### src/rtl/fifo_win_pkg.sv
package fifo_win_pkg;

    // Outcome of one commit request in the current cycle
    typedef enum logic [1:0] {
        CR_IDLE,
        CR_ACCEPT,
        CR_REJECT
    } commit_res_e;

    function automatic commit_res_e judge_commit(input logic en, input logic fits);
        if (!en)
            return CR_IDLE;
        else if (fits)
            return CR_ACCEPT;
        else
            return CR_REJECT;
    endfunction

endpackage

### src/rtl/fifo_win_store.sv
module fifo_win_store #(
    parameter int DEPTH  = 8,
    parameter int DATA_W = 8,
    parameter int N_INIT = 3,
    parameter logic [DEPTH*DATA_W-1:0] INIT_VEC = '0,
    localparam int OFF_W = $clog2(DEPTH)
) (
    input  logic              clk,
    input  logic              rst_n,
    input  logic              wr_en,
    input  logic [OFF_W-1:0]  wr_addr,
    input  logic [DATA_W-1:0] wr_data,
    input  logic [OFF_W-1:0]  rd_addr,
    output logic [DATA_W-1:0] rd_data
);

    logic [DATA_W-1:0] mem [DEPTH];

    // Reset preloads the initial token sequence starting at slot 0
    always_ff @(posedge clk) begin
        if (!rst_n) begin
            for (int i = 0; i < DEPTH; i++) begin
                mem[i] <= (i < N_INIT) ? INIT_VEC[i*DATA_W +: DATA_W] : '0;
            end
        end else if (wr_en) begin
            mem[wr_addr] <= wr_data;
        end
    end

    assign rd_data = mem[rd_addr];

endmodule

### src/rtl/fifo_win_ctrl.sv
module fifo_win_ctrl
    import fifo_win_pkg::*;
#(
    parameter int DEPTH  = 8,
    parameter int N_INIT = 3,
    localparam int OFF_W = $clog2(DEPTH),
    localparam int CNT_W = $clog2(DEPTH + 1)
) (
    input  logic             clk,
    input  logic             rst_n,
    input  logic             peek_en,
    input  logic [OFF_W-1:0] peek_off,
    input  logic             poke_en,
    input  logic [OFF_W-1:0] poke_off,
    input  logic             cons_en,
    input  logic [CNT_W-1:0] cons_cnt,
    input  logic             prod_en,
    input  logic [CNT_W-1:0] prod_cnt,
    output logic             peek_err,
    output logic             poke_err,
    output logic             cons_err,
    output logic             prod_err,
    output logic [OFF_W-1:0] rd_addr,
    output logic             wr_en,
    output logic [OFF_W-1:0] wr_addr,
    output logic [CNT_W-1:0] avail,
    output logic [CNT_W-1:0] free
);

    logic [OFF_W-1:0] head_q;
    logic [CNT_W-1:0] avail_q;
    logic [OFF_W-1:0] tail;
    logic [CNT_W-1:0] free_w;
    logic [CNT_W-1:0] take;
    logic [CNT_W-1:0] give;
    commit_res_e      cons_res;
    commit_res_e      prod_res;

    assign free_w = CNT_W'(DEPTH) - avail_q;
    // A full buffer has tail == head; low bits of the count wrap correctly
    assign tail   = head_q + avail_q[OFF_W-1:0];

    // Both commits are judged against the counts before this edge
    assign cons_res = judge_commit(cons_en, cons_cnt <= avail_q);
    assign prod_res = judge_commit(prod_en, prod_cnt <= free_w);

    always_comb begin
        unique case (cons_res)
            CR_ACCEPT:          take = cons_cnt;
            CR_IDLE, CR_REJECT: take = '0;
            default:            take = '0;
        endcase
        unique case (prod_res)
            CR_ACCEPT:          give = prod_cnt;
            CR_IDLE, CR_REJECT: give = '0;
            default:            give = '0;
        endcase
    end

    always_ff @(posedge clk) begin
        if (!rst_n) begin
            head_q  <= '0;
            avail_q <= CNT_W'(N_INIT);
        end else begin
            head_q  <= head_q + take[OFF_W-1:0];
            avail_q <= avail_q - take + give;
        end
    end

    assign cons_err = (cons_res == CR_REJECT);
    assign prod_err = (prod_res == CR_REJECT);
    assign peek_err = peek_en && (CNT_W'(peek_off) >= avail_q);
    assign poke_err = poke_en && (CNT_W'(poke_off) >= free_w);

    assign rd_addr = head_q + peek_off;
    assign wr_addr = tail + poke_off;
    assign wr_en   = poke_en && !poke_err;

    assign avail = avail_q;
    assign free  = free_w;

endmodule

### src/rtl/fifo_win_chan.sv
module fifo_win_chan #(
    parameter int DEPTH  = 8,
    parameter int DATA_W = 8,
    parameter int N_INIT = 3,
    parameter logic [DEPTH*DATA_W-1:0] INIT_VEC = 64'h0000_0000_00A2_A1A0,
    localparam int OFF_W = $clog2(DEPTH),
    localparam int CNT_W = $clog2(DEPTH + 1)
) (
    input  logic              clk,
    input  logic              rst_n,
    input  logic              peek_en,
    input  logic [OFF_W-1:0]  peek_off,
    output logic [DATA_W-1:0] peek_data,
    output logic              peek_err,
    input  logic              poke_en,
    input  logic [OFF_W-1:0]  poke_off,
    input  logic [DATA_W-1:0] poke_data,
    output logic              poke_err,
    input  logic              cons_en,
    input  logic [CNT_W-1:0]  cons_cnt,
    output logic              cons_err,
    input  logic              prod_en,
    input  logic [CNT_W-1:0]  prod_cnt,
    output logic              prod_err,
    output logic [CNT_W-1:0]  avail,
    output logic [CNT_W-1:0]  free
);

    logic [OFF_W-1:0] rd_addr;
    logic [OFF_W-1:0] wr_addr;
    logic             wr_en;

    fifo_win_ctrl #(
        .DEPTH  (DEPTH),
        .N_INIT (N_INIT)
    ) ctrl_i (
        .clk      (clk),
        .rst_n    (rst_n),
        .peek_en  (peek_en),
        .peek_off (peek_off),
        .poke_en  (poke_en),
        .poke_off (poke_off),
        .cons_en  (cons_en),
        .cons_cnt (cons_cnt),
        .prod_en  (prod_en),
        .prod_cnt (prod_cnt),
        .peek_err (peek_err),
        .poke_err (poke_err),
        .cons_err (cons_err),
        .prod_err (prod_err),
        .rd_addr  (rd_addr),
        .wr_en    (wr_en),
        .wr_addr  (wr_addr),
        .avail    (avail),
        .free     (free)
    );

    fifo_win_store #(
        .DEPTH    (DEPTH),
        .DATA_W   (DATA_W),
        .N_INIT   (N_INIT),
        .INIT_VEC (INIT_VEC)
    ) store_i (
        .clk     (clk),
        .rst_n   (rst_n),
        .wr_en   (wr_en),
        .wr_addr (wr_addr),
        .wr_data (poke_data),
        .rd_addr (rd_addr),
        .rd_data (peek_data)
    );

endmodule

### config.mk
export PLATFORM = sky130hd
export DESIGN_NAME = fifo_win_chan
export DESIGN_NICKNAME = d
export VERILOG_FILES = /design/src/rtl/fifo_win_pkg.sv /design/src/rtl/fifo_win_store.sv /design/src/rtl/fifo_win_ctrl.sv /design/src/rtl/fifo_win_chan.sv
export SDC_FILE = /design/constraint.sdc
export NUM_CORES = 1
export LEC_CHECK = 0
export ABC_AREA = 1
export BUFFER_PORTS_ARGS = -buffer_cell sky130_fd_sc_hd__buf_4
export CAP_MARGIN = 20
export CORE_MARGIN = 3
export CORE_UTILIZATION = 40
export CTS_CLUSTER_DIAMETER = 40
export DETAILED_ROUTE_END_ITERATION = 12
export PLACE_DENSITY = 0.6
export REMOVE_ABC_BUFFERS = 1
export SETUP_SLACK_MARGIN = 0.2
export SYNTH_ARGS = -nofsm -noshare
export SYNTH_HDL_FRONTEND = slang
export SYNTH_SLANG_ARGS = --single-unit
### constraint.sdc
create_clock -name clk -period 5.8 [get_ports clk]
set_input_delay 1.45 -clock clk [delete_from_list [all_inputs] [get_ports clk]]
set_output_delay 1.45 -clock clk [all_outputs]
set_load 0.1 [all_outputs]
-- Yosys cells after proc, flatten, opt, wreduce, memory -nomap -nowiden
Memories as Yosys holds them, arrays and structs flattened.
Cells that the tools add are included.
- flip-flop bits (word level): 7
- bits in writable memories: 64
- memories: 1
- memory list (name ; depth ; bits a word ; rd ports ; clocked after memory_dff ; write ports ; RTL line ; source):
    store_i.mem ; 8 ; 8 ; 1 ; 0 ; 8 ; fifo_win_store.sv:17 ; logic [DATA_W-1:0] mem [DEPTH];
- $add $sub $neg: 7
- magnitude comparators: 4
- mux-type cells: 13
- reductions and logical operators: 5
- equality and inequality tests: 4
- operator list (cell ; number):
    $add A3 B3 Y3 ; 4
    $ge A3 B4 Y1 ; 2
    $le A4 B4 Y1 ; 2
    $mux W2 ; 4
    $mux W4 ; 2
    $mux W8 ; 1
    $reduce_or A8 Y1 ; 1
    $mux W1 ; 5
    $add A4 B4 Y4 ; 1
    $eq A2 B1 Y1 const B ; 2
    $eq A2 B2 Y1 const B ; 2
    $sub A4 B4 Y4 ; 1
    $sub A4 B4 Y4 const A ; 1
    $logic_and A1 B1 Y1 ; 3
    $mux W3 ; 1
    $logic_not A1 Y1 ; 1

-- Longest topological paths before layout
Gate-level depths: netlist of the first run.
- depth in word-level cells: 10
- gate-level depth with buffers: 22
- gate-level depth less buffers: 22

-- By module
A second synthesis of the first run with hierarchy kept.
- cell total of the unflattened synthesis: 535
- area, all modules: 4388.0 um^2
- by module, submodules not included (module ; instances ; cells an instance ; area each (um^2) ; sequential area each (um^2)):
    fifo_win_store ; 1 ; 382 ; 3274.4 ; 1921.8
    fifo_win_ctrl ; 1 ; 153 ; 1113.6 ; 140.1

-- Worst setup path after synthesis of the first run
No wires, ideal clock.
- path type: input -> output
- from: input port peek_off[0]
- to: output port peek_data[5]
- path slack: -0.009 ns
- data required time: 4.350 ns
- buffers on the path: 1
- data arrival time: 4.359 ns
- stages on the path: 7
- cells stage by stage: ha_1 -> fa_1 -> xnor2_1 -> xor2_1 -> buf_2 -> nor2_1 -> a31oi_1
- longest elaborated chain between the ends: 2
- ends and longest elaborated chain (item ; RTL line ; source):
    start, declared ; fifo_win_chan.sv:12 ; input logic [OFF_W-1:0] peek_off,
    $add A3 B3 Y3 ; fifo_win_ctrl.sv:75 ; assign rd_addr = head_q + peek_off;
    $mem_v2 Z8 W8 ; -- ;
    end, declared ; fifo_win_chan.sv:13 ; output logic [DATA_W-1:0] peek_data,
No other way between the ends.

-- Worst setup path after layout of the first run
Ends and elaborated chain as after synthesis.

==> impl_metrics.py, run 1 <==
metrics = {
    "outcome": {
        "status": "completed",
    },
    "final_layout": {
        "area_delta_synth_final_pct": 17.3,
        "final_core_util_pct": 48.8,
        "n_antenna_cell": 0,
        "stdcell_area_um2": 4810,
        "layout_common_cells": "78 x nor2_1, 75 x inv_1, 64 x edfxtp_1",
        "nets": 532,
        "final_common_cell": "nor2_1",
        "layout-drive-gt1-share_pct": 18.0,
    },
    "sta": {
        "tightest_slew_ps": 561,
        "skew_ps": 10.9,
        "setup_viol": 0,
        "min_period_ps": 4990,
        "finalMaxSlewViolations": 0,
        "fin_ws_ps": 807,
        "timing.fmax_mhz": 200,
        "relSlewSlack_pct": 62.6,
        "finalHoldWorstSlack_ps": 677,
        "period_share_pct": 86.1,
        "rsz0062_at_grt": "false",
        "finalHoldViolCount": 0,
    },
    "yosys": {
        "yosysSeqAreaShare_pct": 50.3,
        "syn_area_per_cell_um2": 9.58,
        "yosys_register_bits": 71,
        "ys_warn_count": 0,
        "postSynthCellCount": 428,
        "synth_cell_type_count": 30,
        "syn_area_um2": 4100,
    },
    "place": {
        "port_buffers": 47,
        "place_hpwl_mm": 6.75,
        "placed_area_um2": 4590,
        "gp_congestion": 0.822,
        "pre_cts_ws_ps": 779,
    },
    "route": {
        "routed_wl_mm": 9.02,
        "postRouteAntennaNets": 0,
        "wl_per_cell_um": 14.7,
        "post_drt_via_cell_ratio": 4.85,
        "drcViolationCount": 0,
        "drt-pass1-iter-count": 4,
        "vias": 2982,
        "drt_iter0_drc": 126,
    },
    "setup_path": {
        "crit_end": "peek_data[5]",
        "worstReg2RegEnd": "ctrl_i.avail[3]",
        "crit_path_end_kind": "output port",
        "critPathMaxFanout": 25,
        "reg2reg_from": "ctrl_i.avail[0]",
        "crit_arrival_ps": 3540,
        "worstRegToRegCells": 21,
        "path_class": "in -> out",
        "cp.required_ps": 4350,
        "critPathLaunch": "peek_off[0]",
        "timing.reg2reg.setup_slack_ps": 2150,
        "start_kind": "input pin",
    },
    "clock_tree": {
        "root_buffer": "clkbuf_8",
        "cts_made_buffers": 9,
        "cts_hold_buf": 0,
        "cts_tree": "built",
        "clk_pin_slew_worst_paths_ps": 70,
        "clkSinkCount": 71,
        "htreeDepth": 3,
        "cts_buffer_depth": 2,
        "cts_setup_buffers": 0,
        "clk_latency_ps": 350,
        "cts_resized": 0,
    },
    "floorplan": {
        "core-area_um2": 9860,
        "num_rows": 36,
        "die_area_um2": 11500,
        "start_util_pct": 41.6,
        "die_h_um": 107,
        "io_pins": 48,
        "die_w_um": 107,
    },
    "worst_hold_path": {
        "worstHoldPathType": "reg -> reg",
        "hold_depth": 3,
        "hold_start": "ctrl_i.head_q[0]",
    },
    "global_route": {
        "grt_pass1_wl_mm": 15.0,
        "grt_pass1_vias": 3056,
        "antenna_found_initial": 0,
        "grtUsageTotal_pct": 17.0,
        "gr-total-overflow": 0,
        "grt_max_degree": 57,
    },
    "power_and_ir_drop": {
        "peakVddDrop_mv": 0.610,
        "total_power_mw": 2.61,
        "cellLeakagePower_nw": 2.23,
        "power.density_nw_per_um2": 543,
    },
    "run": {
        "maxCapViolCount": 0,
    },
}
## cells in the mapped netlist
cell type	count	area, um2
o21bai_1	1	7.51
mux2i_1	8	80.1
o21ai_0	26	130
inv_2	2	7.51
nor2_8	2	40.0
buf_2	3	15.0
a21oi_1	21	105
dfxtp_1	7	140
or2_2	1	6.26
buf_4	1	7.51
a31oi_1	8	50.1
inv_1	75	282
nand3_4	1	17.5
nand3_2	2	20.0
xor2_1	5	43.8
nor2_4	4	45.0
nand3_1	14	70.1
nor2_1	78	293
nand3b_1	1	7.51
fa_1	7	140
xor2_2	1	16.3
edfxtp_1	64	1920
xnor2_1	4	35.0
clkbuf_1	8	30.0
nand2_4	7	78.8
nand2_2	2	12.5
ha_1	20	250
o211ai_1	9	67.6
nand4_1	3	18.8
nand2_1	43	161
## registers in the layout (all words and copies together) (netlist names)
name	count
store_i.mem	64
ctrl_i.head_q	3
ctrl_i.avail	4
## cell families after synthesis
family                   synth area share [%]
AND/OR/NAND/NOR                          18.8
AO/OA/AOI/OAI                            8.79
XOR/XNOR                                 2.32
buffers and inverters                    8.33
multiplexers                             1.95
adder cells (fa/ha/maj)                  9.52
flip-flops                               50.3
## how the worst min path moves through the flow
stage | end | slack [ps]
4_1_cts | ctrl_i.head_q[2] | 690
6_report | ctrl_i.head_q[0] | 680
3_5_place_dp | ctrl_i.head_q[2] | 670
3_3_place_gp | ctrl_i.head_q[2] | 640
2_1_floorplan | ctrl_i.head_q[0] | 580
5_1_grt | ctrl_i.head_q[2] | 690
## report_power, final
group	switching, mW	total, mW	leakage, nW	internal, mW
Clock	0.198	0.444	0.107	0.245
Combinational	1.10	1.48	1.43	0.378
Sequential	0.0453	0.687	0.693	0.642
Total	1.35	2.61	2.23	1.27
## worst max-delay path, cell delays in order
cell and delay (ps):
buf_4 120, ha_1 200, fa_1 480, buf_4 270, inv_1 180, o21ai_0 200
nor2_1 50, a31oi_1 240, buf_4 350
## metal layers
layer	GRT usage (%)	wire [um]	vias up
met1	20.0	3680	1421
met3	3.73	364	7
met4	4.38	102	0
li1	-	-	1498
met5	0	0	-
met2	31.1	4870	56
## cell type report
cell class / count / area (um2)
fillers: 924 / 5050
inverters: 77 / 289
clock inverters: 6 / 93.8
repair buffers: 50 / 375
flip-flops and latches: 71 / 2060
clock buffers: 10 / 128
multi-input cells: 268 / 1700
well taps: 133 / 166
## stage by stage
stage                     setup TNS [ps]  instances
after floorplan                    -2570        416
after global placement                 0        599
after detailed placement               0        599
after CTS                              0        615
after global routing                   0        615
final                                  0        615
Note: power is estimated with default switching activity, not from simulation.
==> run 2: changes to the inputs <==
- CORE_MARGIN: 3 -> 2
- RECOVER_POWER: unset -> 50
==> run 2 against run 1 <==
Effect of this change: fmax is 0.47% higher; non-clock buffer count grew 1; die area shrank 3.7%; cell area is 2.1% lower; final cell count grew 0.16%; via count decreased by 0.30%; clock power hardly changed; utilization decreased by 1.0 points; first-iteration DRC count grew 25%; critical path type unchanged; largest cell class unchanged.
==> impl_metrics.py, run 2 (synthesis gave the netlist of run 1 again) <==
metrics = {
    "outcome": {
        "status": "completed",
    },
    "floorplan": {
        "num_rows": 36,
        "die_area_um2": 11100,
        "io_pins": 48,
        "start_util_pct": 41.6,
        "core-area_um2": 9860,
        "die_w_um": 105,
        "die_h_um": 105,
    },
    "clock_tree": {
        "cts_tree": "built",
        "cts_buffer_depth": 2,
        "cts_setup_buffers": 0,
        "clkSinkCount": 71,
        "clk_pin_slew_worst_paths_ps": 70,
        "clk_latency_ps": 350,
        "htreeDepth": 3,
        "cts_hold_buf": 0,
        "cts_resized": 0,
        "cts_made_buffers": 9,
        "root_buffer": "clkbuf_8",
    },
    "power_and_ir_drop": {
        "peakVddDrop_mv": 0.582,
        "cellLeakagePower_nw": 2.13,
        "seqPwrFrac_pct": 27.2,
        "p_comb_share_pct": 55.1,
        "sw_frac_of_total_pct": 51.1,
        "power.density_nw_per_um2": 533,
        "power_frac_clock_pct": 17.6,
        "internal_power_mw": 1.23,
        "switching_power_mw": 1.28,
    },
    "sta": {
        "skew_ps": 11.5,
        "finalHoldViolCount": 0,
        "timing.fmax_mhz": 201,
        "tightest_slew_ps": 1170,
        "setup_viol": 0,
        "min_period_ps": 4970,
        "rsz0062_at_grt": "false",
        "fin_setup_tns_ps": 0,
        "finalMaxSlewViolations": 0,
        "finalHoldWorstSlack_ps": 674,
        "period_share_pct": 85.7,
        "relSlewSlack_pct": 22.4,
    },
    "route": {
        "drt-pass1-iter-count": 4,
        "wl_per_cell_um": 14.3,
        "post_drt_via_cell_ratio": 4.83,
        "drt_iter0_drc": 158,
        "postRouteAntennaNets": 0,
        "vias": 2973,
        "drcViolationCount": 0,
        "routed_wl_mm": 8.84,
    },
    "global_route": {
        "grtUsageMet1_pct": 21.0,
        "grtUsageTotal_pct": 17.1,
        "grt_use_met3_pct": 3.96,
        "grt_pass1_vias": 2926,
        "antenna_found_initial": 0,
        "grt_pass1_wl_mm": 14.5,
        "grt.busiest_layer": "met2",
        "met2_usage_pct": 29.4,
        "grt_max_degree": 33,
        "gr-total-overflow": 0,
    },
    "setup_path": {
        "cp.required_ps": 4350,
        "cp.buffers_inverters": 3,
        "path_class": "in -> out",
        "timing.reg2reg.setup_slack_ps": 2090,
        "crit_chain": "buf_4 -> ha_1 -> fa_1 -> buf_4 -> a21oi_1 -> o21ai_0 -> o21ai_0 -> nor2_1 -> a31oi_1 -> buf_4",
        "crit_arrival_ps": 3520,
        "critPathLaunch": "peek_off[0]",
        "cpMostUsedCell": "buf_4",
        "max_stage_delay_ps": 570,
        "worstRegToRegCells": 21,
        "start_kind": "input pin",
        "crit_cells": 10,
        "reg2reg_from": "ctrl_i.avail[0]",
        "path_delay_family": "adder cells",
        "crit_path_end_kind": "output port",
        "slowest_stage": "fa_1",
        "critPathMaxFanout": 18,
    },
    "worst_hold_path": {
        "worstHoldPathType": "reg -> reg",
        "hold_depth": 2,
        "hold_start": "ctrl_i.head_q[2]",
    },
    "place": {
        "place_hpwl_mm": 6.68,
        "port_buffers": 47,
        "gp_congestion": 0.833,
        "placed_area_um2": 4610,
    },
    "final_layout": {
        "nets": 533,
        "area_delta_synth_final_pct": 14.9,
        "largest_reg_flops": 64,
        "stdcell_area_um2": 4710,
        "regMostFlops": "store_i.mem",
        "n_antenna_cell": 0,
        "final_common_cell": "nor2_1",
        "layout-drive-gt1-share_pct": 13.7,
        "layout_common_cells": "82 x nor2_1, 76 x inv_1, 64 x edfxtp_1",
    },
    "run": {
        "maxCapViolCount": 0,
    },
}
==> run 2: layout make-up <==
class	count	area, um2
sequential	71	2060
multi-input combinational	268	1610
inverter	77	289
timing repair buffer	51	365
fill	951	5150
clock buffer	10	128
tap	133	166
clock inverter	6	92.6
==> run 2: metal layers <==
layer  share of wire (%)  wire length [um]
met1                  43              3790
met2                  51              4520
met3                 4.5               397
met4                 1.4               128
met5                   0                 0
==> run 2: stage by stage <==
stage                     worst slack, ps  util [%]  total power, mW  cells
after floorplan                      -686         -             1.89    416
after global placement                862      46.7             2.18    600
after detailed placement              851      46.7             2.20    600
after CTS                             848      49.0             2.64    616
after global routing                  685      47.8             2.68    616
final                                 830      47.8             2.51    616
==> run 2: path summary, 6_finish.rpt <==
check / to
max: peek_data[7]
min: ctrl_i.head_q[2]
max reg2reg: ctrl_i.avail[3]
min reg2reg: ctrl_i.head_q[2]
==> run 2: power by group through the flow <==
stage | logic [mW] | clock network [mW] | registers [mW]
floorplan | 1.10 | 0 | 0.783
global placement | 1.48 | 0 | 0.698
detailed placement | 1.50 | 0 | 0.699
CTS | 1.50 | 0.451 | 0.688
global route | 1.51 | 0.468 | 0.694
finish | 1.39 | 0.443 | 0.685
==> run 2: worst min-delay path, cell delays in order (launching register included) <==
cell and delay (ps):
dfxtp_1 400, xor2_1 100, a21oi_1 130
==> run 3: changes to the inputs <==
- ABC_AREA: 1 -> unset
- CORE_ASPECT_RATIO: unset -> 0.8
==> run 3 against run 2 <==
Effect of this change: clock power is 32% higher; critical endpoint is now peek_data[0]; critical path type unchanged; flip-flop and latch count stayed put; largest cell class unchanged; clock skew is 3.6 ps lower.
==> impl_metrics.py, run 3 <==
metrics = {
    "yosys": {
        "yosysSeqAreaShare_pct": 50.6,
        "postSynthCellCount": 301,
        "synth-compound-area-share_pct": 1.66,
        "yosys.area_share.adder_pct": 9.86,
        "syn_area_per_cell_um2": 13.5,
        "yosysTopAreaCellShare_pct": 47.2,
        "synth-edff-count": 64,
        "yosys.area.top_type": "edfxtp_1",
        "yosys_register_bits": 71,
        "yosys-top-cells-count": "64 x edfxtp_1, 62 x and2_1, 20 x ha_1",
        "synth-xor-area-share_pct": 4.30,
        "synth_area_leaders": "edfxtp_1 47%, and2_1 9.5%, ha_1 6.1%, mux4_1 5.8%, mux4_2 3.9%",
        "ys_warn_count": 0,
        "muxShareOfSynthArea_pct": 11.9,
        "post-synth-top-count-cell": "edfxtp_1",
        "synthFlopType": "edfxtp_1",
        "syn_area_um2": 4070,
        "synth_top_family_by_area": "simple AND/OR/NAND/NOR gates",
        "synthSimpleGateAreaFrac_pct": 17.7,
        "synthArstFlopShare_pct": 0,
        "synth_cell_type_count": 36,
    },
    "route": {
        "postRouteAntennaNets": 0,
        "drt_iter0_drc": 177,
        "routed_wl_mm": 8.70,
        "vias": 2442,
        "post_drt_via_cell_ratio": 5.01,
        "wl_per_cell_um": 17.9,
        "drcViolationCount": 0,
        "drt-pass1-iter-count": 4,
    },
    "global_route": {
        "grt_max_degree": 18,
        "grtUsageTotal_pct": 17.5,
        "grt_pass1_vias": 2543,
        "gr-total-overflow": 0,
        "antenna_found_initial": 0,
        "grt_pass1_wl_mm": 13.9,
    },
    "setup_path": {
        "timing.reg2reg.setup_slack_ps": 1560,
        "crit_arrival_ps": 3560,
        "cp.required_ps": 4350,
        "crit_path_end_kind": "output port",
        "critPathMaxFanout": 16,
        "start_kind": "input pin",
        "path_class": "in -> out",
    },
    "sta": {
        "rsz0062_at_grt": "false",
        "skew_ps": 7.94,
        "period_share_pct": 86.5,
        "timing.fmax_mhz": 199,
        "min_period_ps": 5010,
        "tightest_slew_ps": 1160,
        "finalMaxSlewViolations": 0,
        "fin_ws_ps": 785,
        "finalHoldViolCount": 0,
        "finalHoldWorstSlack_ps": 675,
        "fin_setup_tns_ps": 0,
        "relSlewSlack_pct": 23.1,
        "setup_viol": 0,
    },
    "final_layout": {
        "final_common_cell": "edfxtp_1",
        "layout_common_cells": "64 x edfxtp_1, 39 x buf_4, 37 x and2_0",
        "regMostFlops": "store_i.mem",
        "nets": 401,
        "final_core_util_pct": 49.2,
        "n_antenna_cell": 0,
        "area_delta_synth_final_pct": 18.0,
        "layout-drive-gt1-share_pct": 21.7,
        "stdcell_area_um2": 4810,
        "largest_reg_flops": 64,
    },
    "outcome": {
        "status": "completed",
    },
    "floorplan": {
        "io_pins": 48,
        "num_rows": 32,
        "core-area_um2": 9770,
        "die_w_um": 117,
        "start_util_pct": 41.7,
        "die_h_um": 94.3,
        "die_area_um2": 11000,
    },
    "clock_tree": {
        "clk_latency_ps": 330,
        "clkSinkCount": 71,
        "cts_hold_buf": 0,
        "cts_tree": "built",
        "cts_setup_buffers": 0,
        "cts_buffer_depth": 2,
        "cts_resized": 0,
        "cts_made_buffers": 9,
        "clk_pin_slew_worst_paths_ps": 60,
        "htreeDepth": 3,
        "root_buffer": "clkbuf_16",
    },
    "place": {
        "place_hpwl_mm": 6.10,
        "pre_cts_ws_ps": 791,
        "placed_area_um2": 4520,
        "gp_congestion": 0.726,
        "port_buffers": 47,
    },
    "power_and_ir_drop": {
        "internal_power_mw": 1.44,
        "power.density_nw_per_um2": 538,
        "seqPwrFrac_pct": 26.8,
        "peakVddDrop_mv": 0.353,
        "switching_power_mw": 1.15,
        "p_comb_share_pct": 50.6,
        "cellLeakagePower_nw": 1.91,
        "sw_frac_of_total_pct": 44.4,
        "power_frac_clock_pct": 22.6,
    },
    "worst_hold_path": {
        "worstHoldPathType": "reg -> reg",
    },
    "run": {
        "maxCapViolCount": 0,
    },
}
==> run 3: layout make-up <==
| type | count | area [um2] |
|---|---|---|
| fillers | 924 | 4960 |
| flip-flops and latches | 71 | 2060 |
| multi-input cells | 196 | 1850 |
| repair buffers | 49 | 334 |
| clock buffers | 9 | 225 |
| well taps | 136 | 170 |
| clock inverters | 7 | 97.6 |
| inverters | 19 | 71.3 |
==> run 3: per-stage QoR <==
step	std cells	power [mW]
global route	487	2.73
floorplan	286	1.76
detailed placement	471	2.04
global placement	471	2.02
finish	487	2.58
CTS	487	2.63
==> run 3: worst paths after layout <==
check	from	cells past startpoint	to
max	peek_off[0]	9	peek_data[0]
min reg2reg	ctrl_i.head_q[0]	2	ctrl_i.head_q[0]
max reg2reg	ctrl_i.avail[0]	16	ctrl_i.avail[3]
min	ctrl_i.head_q[0]	2	ctrl_i.head_q[0]
==> run 3: metal layers <==
layer	up-vias	part of all wire (%)	routed length (um)	GRT usage (%)
met5	-	0	0	0
met4	0	1.8	157	5.69
met3	12	5.3	464	3.29
met2	79	46	4030	27.7
met1	1190	47	4050	24.5
li1	1161	-	-	-
==> run 3: logic make-up after synthesis <==
kind of cell,count (synthesis)
AOI/OAI and AO/OA,10
muxes,24
xor gates and xnor gates,16
buffers and inverters,34
adders and majority gates,28
DFF,71
and+or+nand+nor,118
==> run 3: power by group through the flow <==
stage	clock (mW)	combinational, mW	sequential (mW)
5_1_grt	0.613	1.41	0.702
3_3_place_gp	0	1.32	0.705
6_report	0.584	1.31	0.693
3_5_place_dp	0	1.34	0.705
2_1_floorplan	0	0.975	0.785
4_1_cts	0.590	1.34	0.695
==> run 3: worst max-delay path, cell delays in order <==
cell,delay [ps]
buf_4,120
ha_1,200
fa_1,370
xor2_1,160
xnor2_1,130
buf_4,270
mux4_1,320
mux2_2,300
buf_4,240
